## src/rtl/icc_pkg.sv

```systemverilog
package icc_pkg;
   typedef enum logic [2:0] {
      LS_INV  = 3'd0,
      LS_SHR  = 3'd1,
      LS_FILL = 3'd2,
      LS_VICT = 3'd3,
      LS_CANC = 3'd4
   } line_st_e;

   typedef enum logic [2:0] {
      NM_RDSHR   = 3'd0,
      NM_VICTIM  = 3'd1,
      NM_WBDATA  = 3'd2,
      NM_STALE   = 3'd3,
      NM_PRBRSP  = 3'd4,
      NM_UNBLOCK = 3'd5
   } net_msg_e;

   typedef enum logic [1:0] {
      PK_INV     = 2'd0,
      PK_INVDATA = 2'd1,
      PK_DOWN    = 2'd2,
      PK_RSVD    = 2'd3
   } prb_kind_e;

   typedef enum logic [1:0] {
      RK_SHRACK = 2'd0,
      RK_WBACK  = 2'd1,
      RK_WBNACK = 2'd2,
      RK_RSVD   = 2'd3
   } rsp_kind_e;

   localparam int MSG_TYPE_W = 3;
endpackage

```

## src/rtl/icc_slice_sel.sv

```systemverilog
module icc_slice_sel #(
   parameter int ADDR_W     = 16,
   parameter int OFFS_BITS  = 6,
   parameter int SLICE_BITS = 2,
   parameter int DEST_W     = 2
) (
   input  logic [ADDR_W-1:0] addr,
   output logic [DEST_W-1:0] dest
);
   generate
      if (SLICE_BITS == 0) begin : g_single
         wire unused_addr = ^addr;
         assign dest = '0;
      end else begin : g_sliced
         localparam int HI = OFFS_BITS + SLICE_BITS;
         if (HI < ADDR_W) begin : g_upper
            wire unused_hi = ^addr[ADDR_W-1:HI];
         end
         if (OFFS_BITS > 0) begin : g_lower
            wire unused_lo = ^addr[OFFS_BITS-1:0];
         end
         assign dest = addr[OFFS_BITS +: SLICE_BITS];
      end
   endgenerate
endmodule

```

## src/rtl/icc_outbuf.sv

```systemverilog
module icc_outbuf #(
   parameter int W = 8
) (
   input  logic         clk,
   input  logic         rst_n,
   input  logic         in_valid,
   input  logic [W-1:0] in_msg,
   output logic         can_take,
   output logic         out_valid,
   output logic [W-1:0] out_msg,
   input  logic         out_ready
);
   logic         v_q;
   logic [W-1:0] m_q;

   assign can_take  = !v_q || out_ready;
   assign out_valid = v_q;
   assign out_msg   = m_q;

   always_ff @(posedge clk or negedge rst_n) begin
      if (!rst_n) begin
         v_q <= 1'b0;
         m_q <= '0;
      end else if (can_take) begin
         v_q <= in_valid;
         if (in_valid) m_q <= in_msg;
      end
   end
endmodule

```

## src/rtl/icc_line_fsm.sv

```systemverilog
module icc_line_fsm
   import icc_pkg::*;
#(
   parameter int ADDR_W    = 16,
   parameter int DATA_W    = 32,
   parameter int OFFS_BITS = 6,
   localparam int TAG_W    = ADDR_W - OFFS_BITS
) (
   input  logic              clk,
   input  logic              rst_n,
   input  logic              can_emit,
   input  logic              fetch_valid,
   output logic              fetch_ready,
   input  logic [ADDR_W-1:0] fetch_addr,
   output logic              core_valid,
   output logic [DATA_W-1:0] core_data,
   input  logic              resp_valid,
   output logic              resp_ready,
   input  logic [1:0]        resp_kind,
   input  logic [DATA_W-1:0] resp_data,
   input  logic              resp_dirty,
   input  logic              prb_valid,
   output logic              prb_ready,
   input  logic [1:0]        prb_kind,
   input  logic [ADDR_W-1:0] prb_addr,
   output logic              emit,
   output logic [2:0]        m_type,
   output logic [ADDR_W-1:0] m_addr,
   output logic [DATA_W-1:0] m_data,
   output logic              m_dirty,
   output logic              m_shared,
   output logic              m_hit
);
   line_st_e            st_q, st_d;
   logic [TAG_W-1:0]    ltag_q, ltag_d, vtag_q, vtag_d, m_tag;
   logic [DATA_W-1:0]   ldata_q, ldata_d, vdata_q, vdata_d, cdata_q, cdata_d;
   logic                ldirty_q, ldirty_d, vdirty_q, vdirty_d, vsh_q, vsh_d;
   logic                cval_d, cval_q;
   net_msg_e            mt;

   wire [TAG_W-1:0] f_tag = fetch_addr[ADDR_W-1:OFFS_BITS];
   wire [TAG_W-1:0] p_tag = prb_addr[ADDR_W-1:OFFS_BITS];
   wire unused_offs = ^{fetch_addr[OFFS_BITS-1:0], prb_addr[OFFS_BITS-1:0]};

   wire line_live = (st_q == LS_SHR) || (st_q == LS_FILL);
   wire vict_live = (st_q == LS_VICT) || (st_q == LS_CANC);
   wire line_hit  = line_live && (p_tag == ltag_q);
   wire vict_hit  = vict_live && (p_tag == vtag_q);

   assign resp_ready  = can_emit;
   assign prb_ready   = can_emit && !resp_valid;
   assign fetch_ready = can_emit && !resp_valid && !prb_valid &&
                        ((st_q == LS_INV) || (st_q == LS_SHR && f_tag == ltag_q));

   wire take_resp = resp_valid && resp_ready;
   wire take_prb  = prb_valid && prb_ready;
   wire fetch_go  = fetch_valid && can_emit && !resp_valid && !prb_valid;

   always_comb begin
      st_d     = st_q;
      ltag_d   = ltag_q;
      ldata_d  = ldata_q;
      ldirty_d = ldirty_q;
      vtag_d   = vtag_q;
      vdata_d  = vdata_q;
      vdirty_d = vdirty_q;
      vsh_d    = vsh_q;
      cval_d   = 1'b0;
      cdata_d  = cdata_q;
      emit     = 1'b0;
      mt       = NM_RDSHR;
      m_tag    = '0;
      m_data   = '0;
      m_dirty  = 1'b0;
      m_shared = 1'b0;
      m_hit    = 1'b0;
      if (take_resp) begin
         case (rsp_kind_e'(resp_kind))
            RK_SHRACK: if (st_q == LS_FILL) begin
               ldata_d  = resp_data;
               ldirty_d = resp_dirty;
               st_d     = LS_SHR;
               cval_d   = 1'b1;
               cdata_d  = resp_data;
               emit     = 1'b1;
               mt       = NM_UNBLOCK;
               m_tag    = ltag_q;
            end
            RK_WBACK: if (st_q == LS_VICT) begin
               emit     = 1'b1;
               mt       = NM_WBDATA;
               m_tag    = vtag_q;
               m_data   = vdata_q;
               m_dirty  = vdirty_q;
               m_shared = vsh_q;
               st_d     = LS_INV;
            end else if (st_q == LS_CANC) begin
               emit  = 1'b1;
               mt    = NM_STALE;
               m_tag = vtag_q;
               st_d  = LS_INV;
            end
            RK_WBNACK: if (vict_live) st_d = LS_INV;
            default: ;
         endcase
      end else if (take_prb) begin
         emit  = 1'b1;
         mt    = NM_PRBRSP;
         m_tag = p_tag;
         case (prb_kind_e'(prb_kind))
            PK_INV, PK_INVDATA: begin
               if (line_hit && st_q == LS_SHR) begin
                  if (prb_kind_e'(prb_kind) == PK_INVDATA) begin
                     m_hit   = 1'b1;
                     m_data  = ldata_q;
                     m_dirty = ldirty_q;
                  end
                  st_d = LS_INV;
               end else if (vict_hit && st_q == LS_VICT) begin
                  st_d = LS_CANC;
               end
            end
            PK_DOWN: begin
               if (line_hit && st_q == LS_SHR) begin
                  m_hit   = 1'b1;
                  m_data  = ldata_q;
                  m_dirty = ldirty_q;
               end else if (vict_hit && st_q == LS_VICT) begin
                  m_hit   = 1'b1;
                  m_data  = vdata_q;
                  m_dirty = vdirty_q;
                  vsh_d   = 1'b1;
               end
            end
            default: ;
         endcase
      end else if (fetch_go) begin
         if (st_q == LS_INV) begin
            emit   = 1'b1;
            mt     = NM_RDSHR;
            m_tag  = f_tag;
            ltag_d = f_tag;
            st_d   = LS_FILL;
         end else if (st_q == LS_SHR) begin
            if (f_tag == ltag_q) begin
               cval_d  = 1'b1;
               cdata_d = ldata_q;
            end else begin
               emit     = 1'b1;
               mt       = NM_VICTIM;
               m_tag    = ltag_q;
               m_shared = 1'b1;
               vtag_d   = ltag_q;
               vdata_d  = ldata_q;
               vdirty_d = ldirty_q;
               vsh_d    = 1'b0;
               st_d     = LS_VICT;
            end
         end
      end
   end

   assign m_type     = mt;
   assign m_addr     = {m_tag, {OFFS_BITS{1'b0}}};
   assign core_valid = cval_q;
   assign core_data  = cdata_q;

   always_ff @(posedge clk or negedge rst_n) begin
      if (!rst_n) begin
         st_q     <= LS_INV;
         ltag_q   <= '0;
         ldata_q  <= '0;
         ldirty_q <= 1'b0;
         vtag_q   <= '0;
         vdata_q  <= '0;
         vdirty_q <= 1'b0;
         vsh_q    <= 1'b0;
         cval_q   <= 1'b0;
         cdata_q  <= '0;
      end else begin
         st_q     <= st_d;
         ltag_q   <= ltag_d;
         ldata_q  <= ldata_d;
         ldirty_q <= ldirty_d;
         vtag_q   <= vtag_d;
         vdata_q  <= vdata_d;
         vdirty_q <= vdirty_d;
         vsh_q    <= vsh_d;
         cval_q   <= cval_d;
         cdata_q  <= cdata_d;
      end
   end
endmodule

```

## src/rtl/icc_line_ctrl.sv

```systemverilog
module icc_line_ctrl
   import icc_pkg::*;
#(
   parameter int  ADDR_W     = 16,
   parameter int  DATA_W     = 32,
   parameter int  OFFS_BITS  = 6,
   parameter int  SLICE_BITS = 2,
   localparam int DEST_W     = (SLICE_BITS > 0) ? SLICE_BITS : 1
) (
   input  logic              clk,
   input  logic              rst_n,
   input  logic              fetch_valid,
   output logic              fetch_ready,
   input  logic [ADDR_W-1:0] fetch_addr,
   output logic              core_valid,
   output logic [DATA_W-1:0] core_data,
   input  logic              resp_valid,
   output logic              resp_ready,
   input  logic [1:0]        resp_kind,
   input  logic [DATA_W-1:0] resp_data,
   input  logic              resp_dirty,
   input  logic              prb_valid,
   output logic              prb_ready,
   input  logic [1:0]        prb_kind,
   input  logic [ADDR_W-1:0] prb_addr,
   output logic              net_valid,
   input  logic              net_ready,
   output logic [2:0]        net_type,
   output logic [ADDR_W-1:0] net_addr,
   output logic [DEST_W-1:0] net_dest,
   output logic [DATA_W-1:0] net_data,
   output logic              net_dirty,
   output logic              net_shared,
   output logic              net_hit
);
   localparam int MSG_W = MSG_TYPE_W + ADDR_W + DEST_W + DATA_W + 3;

   generate
      if (OFFS_BITS < 1 || OFFS_BITS + SLICE_BITS >= ADDR_W) begin : g_bad_geom
         $error("icc_line_ctrl: offset and slice bits must leave a tag");
      end
      if (DATA_W < 1) begin : g_bad_data
         $error("icc_line_ctrl: DATA_W must be positive");
      end
   endgenerate

   logic              can_emit, emit, m_dirty, m_shared, m_hit;
   logic [2:0]        m_type;
   logic [ADDR_W-1:0] m_addr;
   logic [DATA_W-1:0] m_data;
   logic [DEST_W-1:0] m_dest;
   logic [MSG_W-1:0]  msg_in, msg_out;

   icc_line_fsm #(.ADDR_W(ADDR_W), .DATA_W(DATA_W), .OFFS_BITS(OFFS_BITS)) u_fsm (
      .clk(clk), .rst_n(rst_n), .can_emit(can_emit),
      .fetch_valid(fetch_valid), .fetch_ready(fetch_ready), .fetch_addr(fetch_addr),
      .core_valid(core_valid), .core_data(core_data),
      .resp_valid(resp_valid), .resp_ready(resp_ready), .resp_kind(resp_kind),
      .resp_data(resp_data), .resp_dirty(resp_dirty),
      .prb_valid(prb_valid), .prb_ready(prb_ready), .prb_kind(prb_kind), .prb_addr(prb_addr),
      .emit(emit), .m_type(m_type), .m_addr(m_addr), .m_data(m_data),
      .m_dirty(m_dirty), .m_shared(m_shared), .m_hit(m_hit)
   );

   icc_slice_sel #(.ADDR_W(ADDR_W), .OFFS_BITS(OFFS_BITS), .SLICE_BITS(SLICE_BITS),
                   .DEST_W(DEST_W)) u_slice (
      .addr(m_addr), .dest(m_dest)
   );

   assign msg_in = {m_type, m_addr, m_dest, m_data, m_dirty, m_shared, m_hit};

   icc_outbuf #(.W(MSG_W)) u_obuf (
      .clk(clk), .rst_n(rst_n), .in_valid(emit), .in_msg(msg_in), .can_take(can_emit),
      .out_valid(net_valid), .out_msg(msg_out), .out_ready(net_ready)
   );

   assign {net_type, net_addr, net_dest, net_data, net_dirty, net_shared, net_hit} = msg_out;
endmodule

```

## config.mk

```make
export PLATFORM = sky130hd
export DESIGN_NAME = icc_line_ctrl
export DESIGN_NICKNAME = d
export VERILOG_FILES = /design/src/rtl/icc_pkg.sv /design/src/rtl/icc_slice_sel.sv /design/src/rtl/icc_outbuf.sv /design/src/rtl/icc_line_fsm.sv /design/src/rtl/icc_line_ctrl.sv
export SDC_FILE = /design/constraint.sdc
export NUM_CORES = 1
export LEC_CHECK = 0
export BUFFER_PORTS_ARGS = -buffer_cell sky130_fd_sc_hd__buf_4
export CAP_MARGIN = 20
export CELL_PAD_IN_SITES_DETAIL_PLACEMENT = 1
export CELL_PAD_IN_SITES_GLOBAL_PLACEMENT = 2
export CORE_MARGIN = 2
export CORE_UTILIZATION = 37
export CTS_CLUSTER_DIAMETER = 200
export DETAILED_ROUTE_END_ITERATION = 16
export PLACE_DENSITY = 0.84
export SLEW_MARGIN = 20
export SYNTH_ARGS = -nofsm -noshare
export SYNTH_HDL_FRONTEND = slang
export SYNTH_HIERARCHICAL = 1
export SYNTH_SLANG_ARGS = --single-unit
```

## constraint.sdc

```tcl
create_clock -name clk -period 2.7 [get_ports clk]
set_clock_uncertainty 0.15 [all_clocks]
set_input_delay 0.405 -clock clk [delete_from_list [all_inputs] [get_ports clk]]
set_output_delay 0.405 -clock clk [all_outputs]
set_load 0.05 [all_outputs]
```

# Word-level counts from Yosys, hierarchy flattened
# Cells that the tools add are included.
[totals]
input_bits = 75
output_inout_bits = 93
elab_cells = 179
ramBits = 0
latch_bits = 0
ff_bits = 174
mem_count = 0
rom_bits = 0
[op_classes]
add_sub_neg = 0
div_mod_pow = 0
n_lt_le_gt_ge = 0
n_eq_ne = 27
bitwise = 4
n_reduce_logical = 38
mul = 0
muxes = 98
shifts = 0
[op_table]
columns = ["cell", "n"]
rows = [
  ["32-bit two-way mux", 16],
  ["10-bit two-way mux", 9],
  ["32-bit one-hot mux with 2 select lines", 1],
  ["3-bit two-way mux", 20],
  ["1-bit two-way mux", 45],
  ["10-bit equality test", 3],
  ["10-bit one-hot mux with 2 select lines", 1],
  ["1-bit logical AND", 13],
  ["2-bit != test (second input constant)", 5],
  ["2-bit nonzero test", 5],
  ["3-bit one-hot mux with 3 select lines", 1],
  ["9-bit AND reduction", 1],
  ["2-bit by 1-bit != test with 1-bit output (second input constant)", 4],
  ["4-bit != test (second input constant)", 2],
  ["8-bit AND reduction", 1],
  ["7-bit AND reduction", 1],
  ["3-bit by 2-bit equality test with 1-bit output (second input constant)", 2],
  ["3-bit by 2-bit != test with 1-bit output (second input constant)", 2],
  ["1-bit one-hot mux with 2 select lines", 3],
  ["3-bit one-hot mux with 2 select lines", 1],
  ["6-bit AND reduction", 1],
  ["2-bit by 1-bit equality test with 1-bit output (second input constant)", 2],
  ["2-bit equality test (second input constant)", 2],
  ["2-bit zero test", 2],
  ["other kinds (16)", 24],
]

# Longest topological paths before layout
# Gate-level depths: netlist (run 1).
[depth]
word_depth = 9
depth_mapped = 10
ltp_nobuf = 8

# By module
# Netlist (run 1), hierarchy kept.
[by_module_without_submodules]
columns = ["mod", "seq_area_each_um2", "cells_each", "n_inst", "area_per_inst_um2"]
rows = [
  ["icc_line_fsm", 3078.0, 576, 1, 6204.7],
  ["icc_outbuf", 1426.4, 122, 1, 2331.0],
  ["icc_slice_sel", 0.0, 2, 1, 15.0],
]

# Worst setup path after synthesis (run 1)
# Ideal clock, no wire load.
[synth_timing]
path_kind = "reg-to-reg"
from = "register u_obuf.v_q, in the netlist u_obuf/out_valid"
to = "register u_obuf.m_q[35], in the netlist u_obuf/out_msg[35]"
stages_incl_launch_ff = 11
synth_period_minus_slack_ps = 2753
required_time_ps = 2484
setup_slack_ps = -53
t_arrival_ps = 2537
path_cell_list = "dfrtp_1 -> nand2b_4 -> nor2b_2 -> nand3_1 -> nor2_1 -> nand2_1 -> o21ai_0 -> buf_2 -> a221o_1 -> buf_4 -> mux2_4"
[synth_via]
word_cells_on_any_way = 15
cone_classes = "6 x mux; 9 x reduce/logical"
[synth_lines]
columns = ["element", "line_no", "text"]
rows = [
  ["from (decl)", "icc_outbuf.sv:13", "logic v_q;"],
  ["from (signal assigned)", "icc_outbuf.sv:25", "v_q <= in_valid;"],
  ["1-bit zero test", "icc_outbuf.sv:16", "assign can_take = !v_q || out_ready;"],
  ["1-bit logical OR", "icc_outbuf.sv:16", ""],
  ["net can_emit", "icc_line_ctrl.sv:47", "logic can_emit, emit, m_dirty, m_shared, m_hit;"],
  ["1-bit logical AND", "icc_line_fsm.sv:51", "assign prb_ready = can_emit && !resp_valid;"],
  ["net prb_ready", "icc_line_ctrl.sv:23", "output logic prb_ready,"],
  ["1-bit logical AND", "icc_line_fsm.sv:56", "wire take_prb = prb_valid && prb_ready;"],
  ["10-bit two-way mux", "icc_line_fsm.sv:106", "end else if (take_prb) begin"],
  ["10-bit two-way mux", "icc_line_fsm.sv:77", "if (take_resp) begin"],
  ["net m_addr[6]", "icc_line_ctrl.sv:49", "logic [ADDR_W-1:0] m_addr;"],
  ["to (signal assigned)", "icc_outbuf.sv:26", "if (in_valid) m_q <= in_msg;"],
  ["to (decl)", "icc_outbuf.sv:14", "logic [W-1:0] m_q;"],
]
# The timed path passes the listed nets, and every way through them passes these cells.
# A chain may end at the register's enable or synchronous reset.

# Worst setup path in the final report (run 1)
[layout_timing]
from = "register u_fsm.ltag_q[7]"
to = "register u_obuf.m_q[32], in the netlist u_obuf/out_msg[32]"
[layout_via]
elab_chain_len = 8
word_cells_on_any_way = 16
cone_classes = "2 x eq/ne; 11 x mux; 3 x reduce/logical"
[layout_rtl]
columns = ["element", "line_no", "text"]
rows = [
  ["from (decl)", "icc_line_fsm.sv:35", "logic [TAG_W-1:0] ltag_q, ltag_d, vtag_q, vtag_d, m_tag;"],
  ["from (signal assigned)", "icc_line_fsm.sv:182", "ltag_q <= ltag_d;"],
  ["10-bit equality test", "icc_line_fsm.sv:145", "if (f_tag == ltag_q) begin"],
  ["1-bit two-way mux", "icc_line_fsm.sv:145", ""],
  ["1-bit two-way mux", "icc_line_fsm.sv:144", "end else if (st_q == LS_SHR) begin"],
  ["1-bit two-way mux", "icc_line_fsm.sv:138", "if (st_q == LS_INV) begin"],
  ["1-bit two-way mux", "icc_line_fsm.sv:137", "end else if (fetch_go) begin"],
  ["1-bit two-way mux", "icc_line_fsm.sv:106", ""],
  ["1-bit two-way mux", "icc_line_fsm.sv:77", ""],
  ["net emit", "icc_line_ctrl.sv:47", ""],
  ["2-bit AND reduction (no source line)", "-", ""],
]
# The timed path passes the listed nets, and every way through them passes these cells.

==> results of run 1 <==
==> area by class of cell <==
class / instances / area (um^2) / share of cell area
Clock buffer: 18 / 439 / 0.0401
Clock inverter: 14 / 186 / 0.0170
Inverter: 7 / 26.3 / 0.00240
Multi-Input combinational cell: 469 / 3760 / 0.343
Sequential cell: 180 / 4510 / 0.412
Tap cell: 285 / 357 / 0.0325
Timing Repair Buffer: 198 / 1680 / 0.154
==> cells by family (layout without fill, tap and decap cells) <==
group,count (synthesis),in the layout,share of synthesized area
flip-flops,180,180,0.527
AND/OR/NAND/NOR,179,179,0.0960
multiplexers,142,142,0.200
AO/OA/AOI/OAI,108,108,0.0945
buffers and inverters,56,237,0.0462
XOR/XNOR,31,31,0.0318
adder cells (fa/ha/maj),3,3,0.00439
other,1,6,0.000439
==> worst register-to-register path, cell delays in order (launching register included) <==
cell and delay (ns):
dfrtp_2 0.43, xnor2_1 0.19, nand4_1 0.17, nor3_4 0.27, buf_4 0.15, a21oi_1 0.06
or3_4 0.37, nand2_8 0.11, clkbuf_16 0.17, buf_6 0.15, mux2_4 0.31
==> worst max path at each step <==
| stage | start | end | slack [ns] | depth (start not counted) |
|---|---|---|---|---|
| after global placement | fetch_addr[12] | u_obuf/out_msg[54] | 0.14 | 9 |
| final | u_fsm/ltag_q[7] | u_obuf/out_msg[32] | 0.03 | 10 |
| after global routing | u_fsm/ltag_q[7] | u_obuf/out_msg[32] | -0.04 | 10 |
| after detailed placement | fetch_addr[12] | u_obuf/out_msg[54] | 0.08 | 9 |
| after CTS | u_fsm/ltag_q[8] | fetch_ready | 0.02 | 6 |
| after floorplan | u_obuf/out_valid | u_obuf/out_msg[12] | 0.17 | 9 |
==> sequential cells by signal, indices dropped and copies added (netlist names), 3 cells and up <==
| register | count |
|---|---|
| u_fsm/ldata_q | 32 |
| u_fsm/vdata_q | 32 |
| u_fsm/vtag_q | 10 |
| u_obuf/out_msg | 56 |
| u_fsm/ltag_q | 10 |
| u_fsm/core_data | 32 |
| u_fsm/st_q | 3 |
==> layout by cell type (no fill, tap or decap), types with 4 or more instances in the layout <==
cell type,instances
nand2_1,137
dfrtp_2,6
inv_8,4
buf_12,9
buf_4,177
nand3_1,5
buf_6,5
conb_1,6
nand4_1,8
clkbuf_16,20
xnor2_2,5
o21ai_0,36
a221o_1,10
mux2_4,40
nor2_1,4
mux2_2,67
inv_1,7
a22o_1,40
a21oi_1,6
dfrtp_1,174
xnor2_1,25
mux2i_1,32
==> what timing repair did <==
item,4_1_cts,5_1_grt
hold buffers,3,0
cloned,0,4
buffers inserted,1,9
endpoints found under the setup margin,1,52
hold endpoints to repair,61,0
gates resized for setup,4,13
pin swaps,3,6
==> metal layers <==
layer | track usage | part of all wire | up-vias
li1 | - | - | 2797
met1 | 0.252 | 0.45 | 3030
met2 | 0.307 | 0.50 | 130
met3 | 0.0269 | 0.036 | 22
met4 | 0.0577 | 0.014 | 0
met5 | 0 | 0 | -
==> power breakdown <==
part           internal (mW)  total [mW]  switching (mW)
Combinational           1.53        3.83            2.30
Sequential              3.50        4.19           0.692
Clock                   1.44        2.61            1.18
Total                   6.47        10.6            4.17
==> impl_metrics.ini, run 1 <==
[status]
status = completed

[yosys]
synthFlopType = dfrtp_1
synthArstFlopShare = 1.00
yosysTopAreaCellShare = 0.527
yosysMostFrequentCell = dfrtp_1
yosysTopAreaCell = dfrtp_1
syn_area_um2 = 8550
synth_cells = 700
yosysSeqAreaShare = 0.527
synth_edf_count = 0
synth_warnings = 6
yosysUniqueCellTypes = 55
synth_common_cells = dfrtp_1, nand2_1, mux2_2
synth_area_leaders = dfrtp_1, mux2_2, mux2_4
syn_avg_cell_area_um2 = 12.2
ys_ff_latch = 180

[finish]
utilization = 0.484
syn_to_final_growth_pct = 28.2
nets = 951
fin_area_um2 = 11000
drive_gt1_frac = 0.414
fillers = 2398
layout.cells.non_filler = 1171
diodes = 0

[setup_path]
worst-setup-path-type = reg2reg
max_stage_delay_ns = 0.43
slowest_stage = dfrtp_2
r2r_slack_ns = 0.03
worst-path-buf-inv = 3
worst_setup_path_start_kind = register
crit_family = simple AND/OR/NAND/NOR gates
cp_max_fo = 7
r2r_start = u_fsm/ltag_q[7]
reg2reg_depth = 10
cp.required_ns = 2.86
r2r-end = u_obuf/out_msg[32]
worstPathArrival_ns = 2.83
end_kind = register
path_cells = xnor2_1 -> nand4_1 -> nor3_4 -> buf_4 -> a21oi_1 -> or3_4 -> nand2_8 -> clkbuf_16 -> buf_6 -> mux2_4

[sta]
setup_tns_ns = 0
setup_ws_ns = 0.0298
worstMarginPinSlew_ns = 0.546
slew_violations = 0
fmax_ghz = 0.375
hold_viol_final = 0
fin_crit_ns = 2.67
timing.final.crit_share = 0.989
setup_violations = 0
max_slew_margin = 0.636
holdWs_ns = 0.0180

[placed_design]
place_area_um2 = 10100
place_ws_ns = 0.0824
dp_hpwl_mm = 14.8
finalWeightedCongestion = 0.769
io_buffers = 155
dp.cells = 1122

[drt]
drc = 0
drt-initial-drc-count = 196
wire_per_inst_um = 19.3
antenna_left = 0
vias = 5979
dr.pass1.iters = 4
avgViaCountPerCell = 5.11
drt-total-wl_mm = 22.7

[floorplanning]
rows = 55
die_w_um = 156
die-area_um2 = 24300
ios = 168
dieHeight_um = 156
core-area_um2 = 22600
start_util = 0.378

[pwr]
powerDensity_nw_per_um2 = 971
leakagePower_nw = 5.56
power_mw = 10.6
peakVddDrop_mv = 0.423

[hold_path]
hold_end = u_fsm/ldata_q[18]
whs_path_depth = 3
min_from = resp_data[18]
hold_class = in2reg

[clocking]
clkTransAtPathRegs_ns = 0.08
cts_sinks = 180
cts_max_level = 4
clock_latency_ns = 0.44
cts_buffers = 17
cts_root_buf = clkbuf_16
clockBufferDepth = 2
cts_tree = yes

[global_routing]
first_global_vias = 6156
grt_overflow = 0
grt_util_all_layers = 0.186
grt_pass1_wl_mm = 34.6
grt_max_degree = 64
antenna_found_initial = 0

[job]
cap_violations = 0
(Power assumes the default switching activity.)
==> run 2: changes to the inputs <==
--- a/config.mk
+++ b/config.mk
@@ -13,7 +13,9 @@
 export CORE_UTILIZATION = 37
 export CTS_CLUSTER_DIAMETER = 200
 export DETAILED_ROUTE_END_ITERATION = 16
+export HOLD_SLACK_MARGIN = 0.03
 export PLACE_DENSITY = 0.84
+export REMOVE_ABC_BUFFERS = 1
 export SLEW_MARGIN = 20
 export SYNTH_ARGS = -nofsm -noshare
 export SYNTH_HDL_FRONTEND = slang
==> impl_metrics.ini, run 2 (synthesized netlist as in run 1, its figures left out) <==
[pwr]
leakagePower_nw = 5.56
combPwrFrac = 0.354
p_sw_mw = 4.04
sequentialPowerShare = 0.404
sw_frac_of_total = 0.391
powerDensity_nw_per_um2 = 939
peakVddDrop_mv = 0.433
power_mw = 10.4
clkPwrFrac = 0.242
p_int_mw = 6.31

[clocking]
clock_latency_ns = 0.43
cts_root_buf = clkbuf_16
cts_max_level = 4
cts_sinks = 180
clkTransAtPathRegs_ns = 0.07
cts_tree = yes
clockBufferDepth = 2
cts_buffers = 17

[drt]
antenna_left = 0
drt-total-wl_mm = 22.5
avgViaCountPerCell = 5.05
dr.pass1.iters = 4
drt-initial-drc-count = 179
drc = 0
wire_per_inst_um = 19.0
vias = 5983

[job]
cap_violations = 0

[finish]
fillers = 2384
final_common_cell = dfrtp_1
drive_gt1_frac = 0.390
final_cell_mix = dfrtp_1, buf_4, nand2_1, mux2_2
syn_to_final_growth_pct = 29.0
diodes = 0
largest_reg_flops = 56
nets = 965
fin_area_um2 = 11000

[setup_path]
path_cells = xnor2_2 -> nand4_1 -> nor3_4 -> buf_6 -> o2111a_1 -> buf_6
crit_family = flip-flops
slowest_stage = dfrtp_2
reg2reg_depth = 9
r2r_start = u_fsm/ltag_q[0]
max_stage_delay_ns = 0.45
worst_setup_path_start_kind = register
r2r-end = u_obuf/out_msg[11]
worst-path-buf-inv = 2
worstPathArrival_ns = 2.08
cp_max_fo = 6
cp.required_ns = 2.14
cpMostUsedCell = buf_6
end_kind = output port
worst-setup-path-type = reg2out
r2r_slack_ns = 0.10

[sta]
slew_violations = 0
fin_crit_ns = 2.64
holdWs_ns = 0.0537
max_slew_margin = 0.633
setup_violations = 0
worstMarginPinSlew_ns = 0.550
hold_viol_final = 0
setup_tns_ns = 0
timing.final.crit_share = 0.977
fmax_ghz = 0.379

[placed_design]
dp_hpwl_mm = 14.6
io_buffers = 155
finalWeightedCongestion = 0.784
place_area_um2 = 10100

[hold_path]
hold_class = in2reg
whs_path_depth = 3
min_from = resp_data[4]
hold_end = u_fsm/ldata_q[4]

[floorplanning]
start_util = 0.378
core-area_um2 = 22600
die-area_um2 = 24300
ios = 168
dieHeight_um = 156
die_w_um = 156
rows = 55

[global_routing]
grt_util_all_layers = 0.191
grt_pass1_wl_mm = 35.9
first_global_vias = 6354
antenna_found_initial = 0
grt_max_degree = 66
grt_overflow = 0

[status]
status = completed
-- run 2: what timing repair did --
action,in CTS,in global routing
endpoints found under the setup margin,1,1
hold buffers,31,0
pin swaps,1,4
gates cloned,0,0
hold endpoints to repair,88,0
buffers inserted,0,1
gates resized for setup,5,7
-- run 2: cell type report --
class | instances | area, um^2 | area share
sequential | 180 | 4510 | 0.409
multi-input combinational | 469 | 3740 | 0.339
timing repair buffer | 212 | 1810 | 0.164
clock buffer | 19 | 453 | 0.0411
tap | 285 | 357 | 0.0323
clock inverter | 13 | 139 | 0.0126
inverter | 7 | 26.3 | 0.00238
-- run 2: worst max path at each step --
stage / to / startpoint / slack (ns) / depth (start not counted)
global placement: u_obuf/out_msg[34] / prb_addr[10] / 0.09 / 8
global route: fetch_ready / u_fsm/ltag_q[8] / -0.03 / 6
finish: fetch_ready / u_fsm/ltag_q[0] / 0.06 / 6
CTS: fetch_ready / u_fsm/ltag_q[7] / 0.009 / 6
floorplan: u_fsm/core_data[0] / u_obuf/out_valid / -2.96 / 5
detailed placement: u_obuf/out_msg[29] / prb_addr[10] / 0.07 / 8
-- run 2: routing by layer --
layer / up-vias / global-route usage / share of wire
met3: 13 / 0.0408 / 0.041
met1: 3041 / 0.247 / 0.45
li1: 2820 / - / -
met2: 109 / 0.331 / 0.50
met4: 0 / 0.0402 / 0.0069
met5: - / 0 / 0
-- run 2: power by group through the flow --
stage | Sequential, mW | Combinational [mW] | Clock (mW)
2_1_floorplan | 5.22 | 1.36 | 0
3_3_place_gp | 4.17 | 3.55 | 0
3_5_place_dp | 4.22 | 3.63 | 0
4_1_cts | 4.18 | 3.69 | 2.60
5_1_grt | 4.32 | 3.93 | 2.70
6_report | 4.18 | 3.67 | 2.50
-- run 2: worst min-delay path, delay by kind of cell --
| family | cells | cell delay (ns) |
|---|---|---|
| buffers and inverters | 1 | 0.08 |
| AND/OR/NAND/NOR | 2 | 0.11 |
-- run 2: metrics by stage --
step / worst slack, ns / util / instances
2_1_floorplan: -2.96 / - / 656
3_3_place_gp: 0.0932 / 0.445 / 1121
3_5_place_dp: 0.0691 / 0.445 / 1121
4_1_cts: 0.00950 / 0.486 / 1184
5_1_grt: -0.0250 / 0.487 / 1185
6_report: 0.0621 / 0.487 / 1185
